File: src/rtl/rs_pkg.sv
package rs_pkg;
  parameter int TAG_W  = 4;
  parameter int DATA_W = 16;

  typedef logic [TAG_W-1:0]  tag_t;
  typedef logic [DATA_W-1:0] data_t;

  typedef struct packed {
    logic  rdy;
    tag_t  tag;
    data_t val;
  } src_t;

  typedef struct packed {
    src_t a;
    src_t b;
    tag_t sink;
  } uop_t;

  // a waiting source that the current broadcast completes
  function automatic logic snoop_hit(src_t s, logic bv, tag_t bt);
    return bv && !s.rdy && (s.tag == bt);
  endfunction

  // source after observing one bus cycle
  function automatic src_t snoop(src_t s, logic bv, tag_t bt, data_t bd);
    src_t r;
    r = s;
    if (snoop_hit(s, bv, bt)) begin
      r.rdy = 1'b1;
      r.val = bd;
    end
    return r;
  endfunction
endpackage

File: src/rtl/rs_slot.sv
module rs_slot
  import rs_pkg::*;
(
  input  logic  clk,
  input  logic  rst_n,
  input  logic  load,
  input  uop_t  load_uop,
  input  logic  clear,
  input  logic  bus_valid,
  input  tag_t  bus_tag,
  input  data_t bus_val,
  output logic  valid,
  output logic  ready,
  output uop_t  uop
);
  always_ff @(posedge clk or negedge rst_n) begin
    if (!rst_n) begin
      valid <= 1'b0;
      uop   <= '0;
    end else if (load) begin
      valid    <= 1'b1;
      uop.a    <= snoop(load_uop.a, bus_valid, bus_tag, bus_val);
      uop.b    <= snoop(load_uop.b, bus_valid, bus_tag, bus_val);
      uop.sink <= load_uop.sink;
    end else begin
      if (clear) valid <= 1'b0;
      if (valid) begin
        uop.a <= snoop(uop.a, bus_valid, bus_tag, bus_val);
        uop.b <= snoop(uop.b, bus_valid, bus_tag, bus_val);
      end
    end
  end

  assign ready = valid && uop.a.rdy && uop.b.rdy;
endmodule

File: src/rtl/rs_age_pick.sv
module rs_age_pick #(
  parameter int N = 4
) (
  input  logic         clk,
  input  logic         rst_n,
  input  logic [N-1:0] alloc,
  input  logic [N-1:0] valid,
  input  logic [N-1:0] req,
  output logic [N-1:0] grant
);
  // older_q[i][j] = 1 when slot i was dispatched before slot j
  logic [N-1:0][N-1:0] older_q;

  always_ff @(posedge clk or negedge rst_n) begin
    if (!rst_n) begin
      older_q <= '0;
    end else begin
      for (int i = 0; i < N; i++) begin
        for (int j = 0; j < N; j++) begin
          if (alloc[i])      older_q[i][j] <= 1'b0;
          else if (alloc[j]) older_q[i][j] <= valid[i] && (i != j);
        end
      end
    end
  end

  for (genvar g = 0; g < N; g++) begin : g_pick
    logic [N-1:0] beaten;
    for (genvar k = 0; k < N; k++) begin : g_cmp
      assign beaten[k] = req[k] && older_q[k][g];
    end
    assign grant[g] = req[g] && !(|beaten);
  end
endmodule

File: src/rtl/tag_rs_station.sv
module tag_rs_station #(
  parameter int ENTRIES = 4
) (
  input  logic                     clk,
  input  logic                     rst_n,
  input  logic                     disp_valid,
  output logic                     disp_ready,
  input  logic                     disp_a_rdy,
  input  logic [rs_pkg::TAG_W-1:0]  disp_a_tag,
  input  logic [rs_pkg::DATA_W-1:0] disp_a_val,
  input  logic                     disp_b_rdy,
  input  logic [rs_pkg::TAG_W-1:0]  disp_b_tag,
  input  logic [rs_pkg::DATA_W-1:0] disp_b_val,
  input  logic [rs_pkg::TAG_W-1:0]  disp_sink,
  input  logic                     bus_valid,
  input  logic [rs_pkg::TAG_W-1:0]  bus_tag,
  input  logic [rs_pkg::DATA_W-1:0] bus_val,
  output logic                     iss_valid,
  input  logic                     iss_ready,
  output logic [rs_pkg::DATA_W-1:0] iss_op_a,
  output logic [rs_pkg::DATA_W-1:0] iss_op_b,
  output logic [rs_pkg::TAG_W-1:0]  iss_sink
);
  import rs_pkg::*;

  logic [ENTRIES-1:0] ent_valid, ent_ready, free_sel, alloc_oh, grant, clr;
  uop_t               ent_uop [ENTRIES];
  uop_t               disp_uop, pick;
  logic               disp_fire, iss_fire;

  always_comb begin
    disp_uop.a.rdy = disp_a_rdy;
    disp_uop.a.tag = disp_a_tag;
    disp_uop.a.val = disp_a_val;
    disp_uop.b.rdy = disp_b_rdy;
    disp_uop.b.tag = disp_b_tag;
    disp_uop.b.val = disp_b_val;
    disp_uop.sink  = disp_sink;
  end

  // lowest free slot
  always_comb begin
    free_sel = '0;
    for (int i = ENTRIES - 1; i >= 0; i--) begin
      if (!ent_valid[i]) begin
        free_sel    = '0;
        free_sel[i] = 1'b1;
      end
    end
  end

  assign disp_ready = !(&ent_valid);
  assign disp_fire  = disp_valid && disp_ready;
  assign alloc_oh   = disp_fire ? free_sel : '0;

  for (genvar s = 0; s < ENTRIES; s++) begin : g_slot
    rs_slot u_slot (
      .clk       (clk),
      .rst_n     (rst_n),
      .load      (alloc_oh[s]),
      .load_uop  (disp_uop),
      .clear     (clr[s]),
      .bus_valid (bus_valid),
      .bus_tag   (bus_tag),
      .bus_val   (bus_val),
      .valid     (ent_valid[s]),
      .ready     (ent_ready[s]),
      .uop       (ent_uop[s])
    );
  end

  rs_age_pick #(.N(ENTRIES)) u_pick (
    .clk   (clk),
    .rst_n (rst_n),
    .alloc (alloc_oh),
    .valid (ent_valid),
    .req   (ent_ready),
    .grant (grant)
  );

  assign iss_valid = |grant;
  assign iss_fire  = iss_valid && iss_ready;
  assign clr       = iss_fire ? grant : '0;

  always_comb begin
    pick = '0;
    for (int i = 0; i < ENTRIES; i++) begin
      if (grant[i]) pick = uop_t'(pick | ent_uop[i]);
    end
  end

  assign iss_op_a = pick.a.val;
  assign iss_op_b = pick.b.val;
  assign iss_sink = pick.sink;
endmodule

File: config.mk
export PLATFORM = sky130hd
export DESIGN_NAME = tag_rs_station
export DESIGN_NICKNAME = d
export VERILOG_FILES = /design/src/rtl/rs_pkg.sv /design/src/rtl/rs_slot.sv /design/src/rtl/rs_age_pick.sv /design/src/rtl/tag_rs_station.sv
export SDC_FILE = /design/constraint.sdc
export NUM_CORES = 1
export LEC_CHECK = 0
export BUFFER_PORTS_ARGS = -buffer_cell sky130_fd_sc_hd__buf_4
export CORE_MARGIN = 2
export CORE_UTILIZATION = 56
export CTS_BUF_LIST = sky130_fd_sc_hd__clkbuf_16
export DETAILED_ROUTE_END_ITERATION = 8
export GPL_TIMING_DRIVEN = 0
export PLACE_DENSITY = 0.72
export SYNTH_ARGS = -nofsm -noshare
export SYNTH_HDL_FRONTEND = slang
export SYNTH_HIERARCHICAL = 1
export SYNTH_SLANG_ARGS = --single-unit
File: constraint.sdc
create_clock -name clk -period 3.4 [get_ports clk]
set_clock_uncertainty 0.1 [all_clocks]
set_input_delay 0.51 -clock clk [delete_from_list [all_inputs] [get_ports clk]]
set_output_delay 0.51 -clock clk [all_outputs]
set_load 0.02 [all_outputs]
**Yosys cells after proc, flatten, opt, wreduce, memory -nomap -nowiden**

Index checks and enable logic that the tools add are counted.

- Add/sub/neg operators: 0
- Multiply operators: 0
- Div/mod/pow operators: 0
- Magnitude comparators: 0
- Equal/unequal tests: 10
- Shift-type cells: 0
- Multiplexer cells: 70
- Bitwise operators: 3
- Reductions and logical operators: 97

Operator list:

| operator | count |
|---|---|
| 2-to-1 mux 42 bit | 8 |
| 2-to-1 mux 41 bit | 4 |
| 2-to-1 mux 16 bit | 10 |
| OR 41 bit | 3 |
| logical AND 1 bit | 46 |
| nonzero test 2 bit | 22 |
| 2-to-1 mux 1 bit | 42 |
| == test 4 bit | 10 |
| 2-to-1 mux 4 bit | 6 |
| AND reduction 2 bit | 8 |
| zero test 1 bit | 15 |
| OR reduction 3 bit | 4 |
| AND reduction 4 bit | 1 |
| OR reduction 4 bit | 1 |

- Bits in registers: 200
- Latch bits: 0
- Memory bits (writable): 0
- Memory bits (read-only): 0
- Input port bits: 71
- Word-level logic and storage cells: 224
- Memories: 0

**Logic depth before layout (Yosys ltp)**

Gate-level depths: netlist (run 1).

- Depth after elaboration: 13
- Gate-level depth with buffers: 7

**Hierarchy**

The synthesis (run 1) kept the hierarchy.

By module, submodules not included:

| module | instances | cells each | area each (um2) | sequential area each (um2) |
|---|---|---|---|---|
| rs_slot | 4 | 175 | 2,242.2 | 1,176.1 |
| tag_rs_station | 1 | 135 | 843.3 | 0.0 |
| rs_age_pick | 1 | 52 | 581.8 | 300.3 |

**Worst setup path before layout (run 1)**

No wires, ideal clock.

- Path kind: input to register
- Start: input disp_valid
- End: register g_slot[3].u_slot/uop[17] (netlist name)
- Setup time: 0.126 ns
- Data arrival time: 2.050 ns
- Slack: 1.123 ns
- Stages: 6
- Path buffers: 1
- Path through: nand3_1 -> nor3b_1 -> inv_1 -> mux2i_4 -> buf_4 -> a221o_2

- Word-level cells in the longest chain between the ends: 4

Ends and longest elaborated chain:

| item | RTL line | source |
|---|---|---|
| start: declaration | tag_rs_station.sv:6 | `input logic disp_valid,` |
| logical AND 1 bit * | tag_rs_station.sv:53 | `assign disp_fire = disp_valid && disp_ready;` |
| 2-to-1 mux 4 bit * | tag_rs_station.sv:54 | `assign alloc_oh = disp_fire ? free_sel : '0;` |
| net alloc_oh[3] | tag_rs_station.sv:26 | `logic [ENTRIES-1:0] ent_valid, ent_ready, free_sel, alloc_oh, grant, clr;` |
| nonzero test 2 bit (no source line) | n/a |  |
| AND reduction 2 bit (no source line) | n/a |  |
| end: declaration | rs_slot.sv:14 | `output uop_t uop` |

Mark *: on every way through the listed nets, which the timed path passes. The rest lies on a longest branch.
A chain may end at the register's enable or synchronous reset.

**Worst setup path in the final report (run 1)**

- Start: register g_slot[0].u_slot.valid
- End: register g_slot[3].u_slot/uop[41] (netlist name)

- Word-level cells in the longest chain between the ends: 5

Ends and longest elaborated chain:

| item | RTL line | source |
|---|---|---|
| start: declaration | rs_slot.sv:12 | `output logic valid,` |
| start signal: assignment | rs_slot.sv:18 | `valid <= 1'b0;` |
| start signal: assignment | rs_slot.sv:21 | `valid <= 1'b1;` |
| start signal: assignment | rs_slot.sv:26 | `if (clear) valid <= 1'b0;` |
| AND reduction 4 bit | tag_rs_station.sv:52 | `assign disp_ready = !(&ent_valid);` |
| zero test 1 bit | tag_rs_station.sv:52 |  |
| logical AND 1 bit | tag_rs_station.sv:53 |  |
| 2-to-1 mux 4 bit * | tag_rs_station.sv:54 |  |
| net alloc_oh[3] | tag_rs_station.sv:26 |  |
| 2-to-1 mux 42 bit | rs_slot.sv:20 | `end else if (load) begin` |

Marks and branches as above.

==> results.sh, run 1 <==
export IMPL_synth_compound_area_share_pct=19.26
export IMPL_post_route_min_period_ns=3.262
export IMPL_syn2layout_area_growth_pct=16.66
export IMPL_grt_pass1_vias=8340
export IMPL_gp_congestion=0.8985
export IMPL_synth_top_family_by_area="compound AO/OA/AOI/OAI gates"
export IMPL_ant_nets=0
export IMPL_insertion_delay_ns=0.44
export IMPL_ioPinCount=109
export IMPL_worstMarginPinSlew_ns=0.8208
export IMPL_synthesis_nets=958
export IMPL_hpwlAfterDp_um=21070
export IMPL_core_mm2=0.01809
export IMPL_num_vias=8335
export IMPL_finalSetupTns_ns=0
export IMPL_synth_top_area_share_pct=48.15
export IMPL_yosys_area_share_simple_pct=15.04
export IMPL_regArea_mm2=0.005005
export IMPL_cp_max_fo=10
export IMPL_fin_crit_sh_pct=95.93
export IMPL_route_detailed_drc=0
export IMPL_drv_cap=0
export IMPL_yosysWarnings=6
export IMPL_synthAdderAreaFrac_pct=0
export IMPL_clockBufferDepth=2
export IMPL_start_util_pct=57.47
export IMPL_grt_overflow_total=0
export IMPL_antenna_found_initial=0
export IMPL_row_count=49
export IMPL_cp_end_kind="flip-flop"
export IMPL_n_fill_cell=1403
export IMPL_ctsHoldBuffers=1
export IMPL_clkSinkCount=200
export IMPL_antenna_cells=0
export IMPL_clk_pin_slew_ns=0.08
export IMPL_hp_class="primary input to flip-flop"
export IMPL_multiInputGateArea_mm2=0.004876
export IMPL_grt_pass1_wl_um=49150
export IMPL_wirelength_um=32000
export IMPL_wl_per_cell_um=25.46
export IMPL_fmax_mhz=306.6
export IMPL_hold_viol=0
export IMPL_synth_cell_type_count=35
export IMPL_start_kind="flip-flop"
export IMPL_drive_above_1_share_pct=28.02
export IMPL_synth_xor_area_share_pct=5.393
export IMPL_vdd_drop_max_uv=617.3
export IMPL_grt_max_degree=123
export IMPL_dieArea_mm2=0.01967
export IMPL_yosys_area_top_type="dfrtp_1"
export IMPL_post_cts_setup_buffer_count=0
export IMPL_worstPathArrival_ns=3.49
export IMPL_finalSetupViolCount=0
export IMPL_die_h_um=140.2
export IMPL_drt_iter0_drc=786
export IMPL_grt_usage_pct=33.04
export IMPL_ys_ff_latch=200
export IMPL_syn_area_per_cell_um2=11.72
export IMPL_die_x_um=140.2
export IMPL_dr_pass1_iters=6
export IMPL_dp_cells=1225
export IMPL_nNetsFinal=1087
export IMPL_slew_violations=0
export IMPL_worstPathRequired_ns=3.63
export IMPL_syn_area_mm2=0.01039
export IMPL_synth_seq_area_share_pct=48.15
export IMPL_synthTopCellsByArea="dfrtp_1 (48%), a221o_1 (9.6%), a22oi_1 (5.5%), mux2_2 (5.2%), and2_1 (4.3%)"
export IMPL_synthCells=887
export IMPL_maxSlewHeadroom_pct=45.28
export IMPL_htree_levels=4
export IMPL_vias_per_cell=6.631
export IMPL_cts_root_buffer="clkbuf_16"
export IMPL_instances_no_fill=1257
export IMPL_power_total_mw=11.97
export IMPL_p_per_area_mw_per_mm2=986.8
export IMPL_rsz0062_at_grt="no"
export IMPL_port_buffers=108
export IMPL_leakage_nw=5.720
export IMPL_synthMuxAreaShare_pct=7.223
export IMPL_ctsResizeCount=0
export IMPL_cts_tree="built"
export IMPL_path_class="flip-flop to flip-flop"
export IMPL_outcome="complete, no violations"
export IMPL_cts_buffers=17
[cell type report]
| type | instances | share of cell area, % |
|---|---|---|
| Buffer | 64 | 3.735 |
| Clock buffer | 17 | 3.508 |
| Clock inverter | 14 | 1.352 |
| Inverter | 16 | 0.4953 |
| Multi-Input combinational cell | 607 | 40.21 |
| Sequential cell | 200 | 41.28 |
| Tap cell | 229 | 2.363 |
| Timing Repair Buffer | 110 | 7.058 |
[per-layer routing]
metal | part of all wire [%] | GRT usage (%)
met5 | 0 | 0
met4 | 2.3 | 10.42
met3 | 9.4 | 8.376
met2 | 47 | 51.63
met1 | 42 | 45.69
[path summary, 6_finish.rpt]
kind                       slack, ns                        to                     from  cells past startpoint
max in group asynchronous       1.68   g_slot[0].u_slot/uop[1]                    rst_n                      3
max                             0.14  g_slot[3].u_slot/uop[41]   g_slot[0].u_slot/valid                      5
min in group asynchronous       0.52  g_slot[0].u_slot/uop[33]                    rst_n                      2
min reg2reg                     0.41   g_slot[3].u_slot/uop[2]  g_slot[3].u_slot/uop[2]                      1
min                             0.23  g_slot[1].u_slot/uop[33]            disp_a_val[8]                      2
max reg2reg                     0.14  g_slot[3].u_slot/uop[41]   g_slot[0].u_slot/valid                      5
[Yosys cell counts]
master and instances:
inv_1 16, o21ai_1 4, nor2b_1 5, xor2_1 44
nand4b_4 4, and3_2 1, buf_6 14, a21oi_1 8
mux2i_1 12, a2bb2oi_1 4, nand2_1 48, and3_1 71
buf_8 4, buf_2 20, nand3_1 5, a22oi_1 76
mux2i_4 4, nor2_1 13, nor3_1 12, and3b_1 1
and2_1 72, nand4_2 4, mux2_2 48, o21ai_0 4
clkbuf_1 16, nor3_2 8, xnor2_1 20, nor3b_1 1
dfrtp_1 200, a221o_2 28, and2_4 4, a221o_1 100
nand4_1 5, buf_4 10, or4_1 1
[worst max-delay path: stages, from the launching register on]
cell      delay (ns)
dfrtp_1         0.56
nand3_1         0.15
nor3b_1         0.66
clkbuf_1        0.60
clkbuf_1        0.65
mux2_2          0.41
[cells in the final DEF (no fill, tap or decap), drive strengths merged, types with 5 or more instances in the layout]
cell / n
a21oi: 8
xnor2: 20
dfrtp: 200
a221o: 128
and2: 76
mux2i: 16
o21ai: 8
inv: 24
a22oi: 76
clkbuf: 33
nor2b: 5
mux2: 48
xor2: 44
nand3: 5
nor3: 20
nand4: 9
nor2: 13
and3: 72
buf: 157
nand2: 48
[sequential cells by signal, indices dropped and copies added, names as in the netlist]
name and flops:
g_slot.u_slot/uop 184, g_slot.u_slot/valid 4, u_pick/older_q 12
[per-stage QoR]
stage	worst slack [ns]	hold slack (ns)	instance area, um2	util [%]
2_1_floorplan	1.123	0.1144	10390	-
5_1_grt	0.005912	0.2139	12130	67.04
3_5_place_dp	0.2772	0.3949	11530	63.73
3_3_place_gp	0.2691	0.3900	11490	63.54
6_report	0.1383	0.2261	12130	67.04
4_1_cts	0.2220	0.2088	12130	67.04
[power breakdown]
part           total, mW  leakage, nW  switching [mW]  internal (mW)
clock               2.07        0.290           0.967           1.10
combinational       5.65         2.97            3.01           2.64
sequential          4.25         2.46           0.738           3.51
total               12.0         5.72            4.72           7.25
[cell families (layout without fill, tap and decap cells)]
kind of cell | count (synthesis) | count (layout)
buf+inv | 80 | 221
xor+xnor | 64 | 64
compound gates | 224 | 224
simple gates | 255 | 255
flops | 200 | 200
mux | 64 | 64
No activity file was read; power rests on OpenSTA's default activity.
==> inputs of run 2 (changes only) <==
CORE_UTILIZATION = 38   (was 56)
PLACE_DENSITY = 0.52   (was 0.72)
==> run 2 against run 1 <==
  * Clock-buffer cell count unchanged
  * Sequential power decreased by 1%
  * Hold slack got worse by 0.0076 ns
  * Clock power about the same
  * Routed wire length increased by 5.8%
  * Global-route usage decreased by 8.9 points
  * Critical path depth increased by 3
  * Combinational power about the same
  * Utilization decreased by 21 points
  * Largest cell class unchanged
  * Register-to-register slack improved by 0.19 ns
==> results.sh, run 2 (synthesized netlist as in run 1, its figures left out) <==
export IMPL_outcome="complete, no violations"
export IMPL_grt_busiest_layer="met2"
export IMPL_clkSinkCount=200
export IMPL_clock_power_share_pct=17.3
export IMPL_maxSlewHeadroom_pct=42.64
export IMPL_worstMarginPinSlew_ns=0.8604
export IMPL_start_util_pct=38.67
export IMPL_power_total_mw=11.92
export IMPL_use_met1_pct=34.99
export IMPL_slowest_stage="dfrtp_1"
export IMPL_p_switching_mw=4.735
export IMPL_fmax_mhz=308.6
export IMPL_syn2layout_area_growth_pct=18.18
export IMPL_p_int_mw=7.188
export IMPL_wirelength_um=33870
export IMPL_die_x_um=169.4
export IMPL_multiInputGateArea_mm2=0.004876
export IMPL_r2r_slack_ns=0.33
export IMPL_layout_commonest_cell="dfrtp_1"
export IMPL_swShare_pct=39.71
export IMPL_hp_class="primary input to flip-flop"
export IMPL_vias_per_cell=5.802
export IMPL_worstPathArrival_ns=2.63
export IMPL_start_kind="flip-flop"
export IMPL_leakage_nw=5.735
export IMPL_slew_violations=0
export IMPL_dieArea_mm2=0.02869
export IMPL_drive_above_1_share_pct=28.16
export IMPL_regArea_mm2=0.005005
export IMPL_grt_use_met3_pct=3.988
export IMPL_use_met2_pct=37.43
export IMPL_port_buffers=108
export IMPL_largest_reg_flops=184
export IMPL_row_count=60
export IMPL_grt_max_degree=113
export IMPL_finalSetupTns_ns=0
export IMPL_largest_register="g_slot.u_slot/uop"
export IMPL_final_cell_mix="dfrtp_1 (200), buf_4 (117), a221o_1 (100), a22oi_1 (76), and2_1 (72)"
export IMPL_clockBufferDepth=2
export IMPL_comb_power_share_pct=47.4
export IMPL_finalSetupViolCount=0
export IMPL_nNetsFinal=1088
export IMPL_htree_levels=4
export IMPL_cts_root_buffer="clkbuf_16"
export IMPL_gp_congestion=0.8171
export IMPL_grt_usage_pct=24.14
export IMPL_whs_ns=0.2184
export IMPL_hpwlAfterDp_um=23130
export IMPL_dr_pass1_iters=5
export IMPL_p_per_area_mw_per_mm2=970.7
export IMPL_grt_pass1_wl_um=51420
export IMPL_die_h_um=169.4
export IMPL_top_regs="g_slot.u_slot/uop (184), u_pick/older_q (12), g_slot.u_slot/valid (4)"
export IMPL_core_mm2=0.02688
export IMPL_max_stage_delay_ns=0.50
export IMPL_route_detailed_drc=0
export IMPL_critical_path_cell_chain="and3_1 > a22oi_1 > and3_1 > buf_4 > buf_2 > a22oi_1 > nand2_1 > buf_4"
export IMPL_cp_end_kind="primary output"
export IMPL_path_class="flip-flop to primary output"
export IMPL_worstPathRequired_ns=2.79
export IMPL_antenna_found_initial=0
export IMPL_cts_tree="built"
export IMPL_post_route_min_period_ns=3.240
export IMPL_fin_crit_sh_pct=95.31
export IMPL_grt_overflow_total=0
export IMPL_antenna_cells=0
export IMPL_rsz0062_at_grt="no"
export IMPL_n_fill_cell=2503
export IMPL_insertion_delay_ns=0.45
export IMPL_ant_nets=0
export IMPL_cts_buffers=17
export IMPL_cp_max_fo=10
export IMPL_grt_pass1_vias=8050
export IMPL_wl_per_cell_um=24.70
export IMPL_drv_cap=0
export IMPL_num_vias=7955
export IMPL_hold_viol=0
export IMPL_post_cts_setup_buffer_count=0
export IMPL_power_frac_seq_pct=35.3
export IMPL_ioPinCount=109
export IMPL_drt_iter0_drc=734
export IMPL_vdd_drop_max_uv=543.3
export IMPL_clk_pin_slew_ns=0.09
run 2: cell count changes in the layout (fill, tap and decap cells not counted), sizes merged:
cell / change
buf: +1
bufinv: -1
clkinvlp: -1
inv: +3
run 2: path summary, 6_finish.rpt:
path	endpoint	startpoint	cells past startpoint
setup / recovery	iss_op_a[4]	g_slot[3].u_slot/valid	8
hold / removal	g_slot[0].u_slot/uop[40]	disp_a_val[15]	2
setup reg to reg	g_slot[3].u_slot/uop[1]	g_slot[1].u_slot/valid	5
hold reg to reg	g_slot[2].u_slot/uop[1]	g_slot[2].u_slot/uop[1]	1
max in group asynchronous	g_slot[1].u_slot/uop[21]	rst_n	4
min in group asynchronous	g_slot[0].u_slot/uop[32]	rst_n	2
run 2: final cells by class:
type / count / area share (%)
Buffer: 64 / 3.687
Clock buffer: 17 / 3.463
Clock inverter: 15 / 1.253
Inverter: 16 / 0.4889
Multi-Input combinational cell: 607 / 39.70
Sequential cell: 200 / 40.75
Tap cell: 341 / 3.474
Timing Repair Buffer: 111 / 7.192
run 2: routing by layer:
layer,up-vias,wire length (um)
li1,3639,-
met3,24,1791
met5,-,0
met1,4056,15760
met4,0,644
met2,236,15670
run 2: metrics by stage:
| stage | instances | worst slack, ns | utilization, % | area [um2] |
|---|---|---|---|---|
| final | 1371 | 0.1596 | 45.70 | 12280 |
| after global routing | 1371 | 0.04333 | 45.70 | 12280 |
| after floorplan | 887 | 1.123 | - | 10390 |
| after global placement | 1336 | 0.1603 | 43.28 | 11630 |
| after detailed placement | 1338 | 0.3517 | 43.51 | 11690 |
| after CTS | 1371 | 0.1583 | 45.70 | 12280 |
run 2: worst max-delay path: cells and delay by family (launching register included):
kind	cells	cell delay (ns)
buf+inv	3	0.75
compound gates	2	0.28
simple gates	3	0.64
flops	1	0.50
run 2: power by group through the flow:
stage | clock network [mW] | logic (mW) | registers, mW
after floorplan | 0 | 3.76 | 4.01
after detailed placement | 0 | 5.67 | 4.22
after global routing | 2.21 | 6.11 | 4.35
after CTS | 2.11 | 5.68 | 4.20
final | 2.06 | 5.66 | 4.20
after global placement | 0 | 5.59 | 4.23
run 2: what timing repair did:
| item | in CTS | in global routing |
|---|---|---|
| gates resized for setup | 0 | 0 |
| hold buffers | 1 | 0 |
| endpoints found under the hold margin | 12 | 0 |
==> inputs of run 3 (changes only) <==
HOLD_SLACK_MARGIN = 0.1   (was unset)
RECOVER_POWER = 100   (was unset)
==> run 3 against run 2 <==
  * Register-to-register slack worse by 0.03 ns
  * First-iteration DRC count grew 0.14%
  * Critical endpoint is now iss_op_a[9]
  * Clock power is essentially flat
  * Non-clock buffer count is the same
  * Power is 2.4% lower
  * Final cell count stayed put
==> results.sh, run 3 (synthesized netlist as in run 1, its figures left out) <==
export IMPL_final_util_pct=44.92
export IMPL_outcome="complete, no violations"
export IMPL_path_class="flip-flop to primary output"
export IMPL_regArea_mm2=0.005005
export IMPL_ioPinCount=109
export IMPL_core_mm2=0.02688
export IMPL_grt_overflow_total=0
export IMPL_drt_iter0_drc=735
export IMPL_port_buffers=108
export IMPL_clkSinkCount=200
export IMPL_cts_tree="built"
export IMPL_multiInputGateArea_mm2=0.004826
export IMPL_whs_ns=0.2204
export IMPL_leakage_nw=5.634
export IMPL_min_path_cells=2
export IMPL_grt_pass1_vias=8050
export IMPL_n_fill_cell=2549
export IMPL_syn2layout_area_growth_pct=16.14
export IMPL_hp_class="primary input to flip-flop"
export IMPL_fmax_mhz=305.5
export IMPL_dp_cells=1338
export IMPL_finalSetupViolCount=0
export IMPL_antenna_found_initial=0
export IMPL_maxSlewHeadroom_pct=15.48
export IMPL_fin_crit_sh_pct=96.27
export IMPL_dr_pass1_iters=5
export IMPL_ant_nets=0
export IMPL_grt_max_degree=113
export IMPL_post_route_min_period_ns=3.273
export IMPL_hold_end="g_slot[3].u_slot/uop[38]"
export IMPL_dpl_worst_slack_ns=0.3517
export IMPL_num_vias=7950
export IMPL_vdd_drop_max_uv=543.4
export IMPL_insertion_delay_ns=0.45
export IMPL_worstPathRequired_ns=2.79
export IMPL_row_count=60
export IMPL_grt_pass1_wl_um=51420
export IMPL_instances_no_fill=1371
export IMPL_setup_ws_ns=0.1268
export IMPL_die_h_um=169.4
export IMPL_stdcell_area_mm2=0.01207
export IMPL_final_cell_mix="dfrtp_1 (200), a221o_1 (100), buf_4 (78), a22oi_1 (76), and2_1 (72)"
export IMPL_largest_reg_flops=184
export IMPL_start_util_pct=38.67
export IMPL_vias_per_cell=5.799
export IMPL_cts_buffers=17
export IMPL_grt_usage_pct=24.14
export IMPL_largest_register="g_slot.u_slot/uop"
export IMPL_drv_cap=0
export IMPL_cts_root_buffer="clkbuf_16"
export IMPL_die_x_um=169.4
export IMPL_cp_max_fo=10
export IMPL_worstReg2RegStart="g_slot[1].u_slot/valid"
export IMPL_gp_congestion=0.8171
export IMPL_clockBufferDepth=2
export IMPL_worstPathArrival_ns=2.66
export IMPL_r2r_slack_ns=0.30
export IMPL_slew_violations=0
export IMPL_hold_start="disp_a_val[13]"
export IMPL_top_regs="g_slot.u_slot/uop (184), u_pick/older_q (12), g_slot.u_slot/valid (4)"
export IMPL_layout_commonest_cell="dfrtp_1"
export IMPL_finalSetupTns_ns=0
export IMPL_power_total_mw=11.63
export IMPL_hold_viol=0
export IMPL_dieArea_mm2=0.02869
export IMPL_reg2reg_depth=6
export IMPL_antenna_cells=0
export IMPL_clk_pin_slew_ns=0.09
export IMPL_r2r_end="g_slot[3].u_slot/uop[5]"
export IMPL_post_cts_setup_buffer_count=0
export IMPL_cp_end_kind="primary output"
export IMPL_route_detailed_drc=0
export IMPL_drive_above_1_share_pct=25.53
export IMPL_post_dp_cell_area_mm2=0.01169
export IMPL_htree_levels=4
export IMPL_hpwlAfterDp_um=23130
export IMPL_worstMarginPinSlew_ns=1.254
export IMPL_p_per_area_mw_per_mm2=963.6
export IMPL_wirelength_um=33880
export IMPL_nNetsFinal=1088
export IMPL_wl_per_cell_um=24.71
export IMPL_rsz0062_at_grt="no"
export IMPL_start_kind="flip-flop"
-- run 3: worst max-delay path by stage --
stage	endpoint	cells past startpoint	slack [ns]	startpoint
2_1_floorplan	g_slot[3].u_slot/uop[17]	6	1.12	disp_valid
3_5_place_dp	g_slot[3].u_slot/uop[1]	6	0.35	disp_valid
6_report	iss_op_a[9]	8	0.13	g_slot[1].u_slot/valid
3_3_place_gp	g_slot[3].u_slot/uop[20]	1	0.16	rst_n
5_1_grt	iss_op_b[15]	8	0.03	g_slot[1].u_slot/valid
4_1_cts	iss_op_a[4]	8	0.16	g_slot[3].u_slot/valid
-- run 3: timing repair --
item                                    4_1_cts  5_1_grt
resized for setup                             0        0
endpoints found under the setup margin        0        0
hold buffers                                  1        0
endpoints found under the hold margin        12        0
-- run 3: cell type report --
class	instances	area share (%)
flip-flops and latches	200	41.46
multi-input cells	607	39.98
repair buffers	111	6.426
well taps	341	3.534
clock buffers	17	3.524
plain buffers	64	3.306
clock inverters	15	1.275
inverters	16	0.4975
-- run 3: per-layer routing --
layer | GRT usage [%] | routed length, um | up-vias
li1 | - | - | 3637
met1 | 34.99 | 15570 | 4026
met2 | 37.43 | 15750 | 267
met3 | 3.988 | 1964 | 20
met4 | 6.689 | 588 | 0
met5 | 0 | 0 | -
-- run 3: worst max-delay path, stage by stage (launching register included) --
cell and delay, ns:
dfrtp_1 0.51, and3_1 0.28, a22oi_1 0.18, and3_2 0.25, buf_6 0.20, buf_2 0.31, a22oi_1 0.16, nand2_1 0.10
clkbuf_1 0.23
-- run 3: power breakdown --
group          internal, mW  switching (mW)  total, mW
registers              3.51           0.696       4.20
logic                  2.35            3.01       5.36
clock network          1.05            1.02       2.07
total                  6.91            4.73       11.6
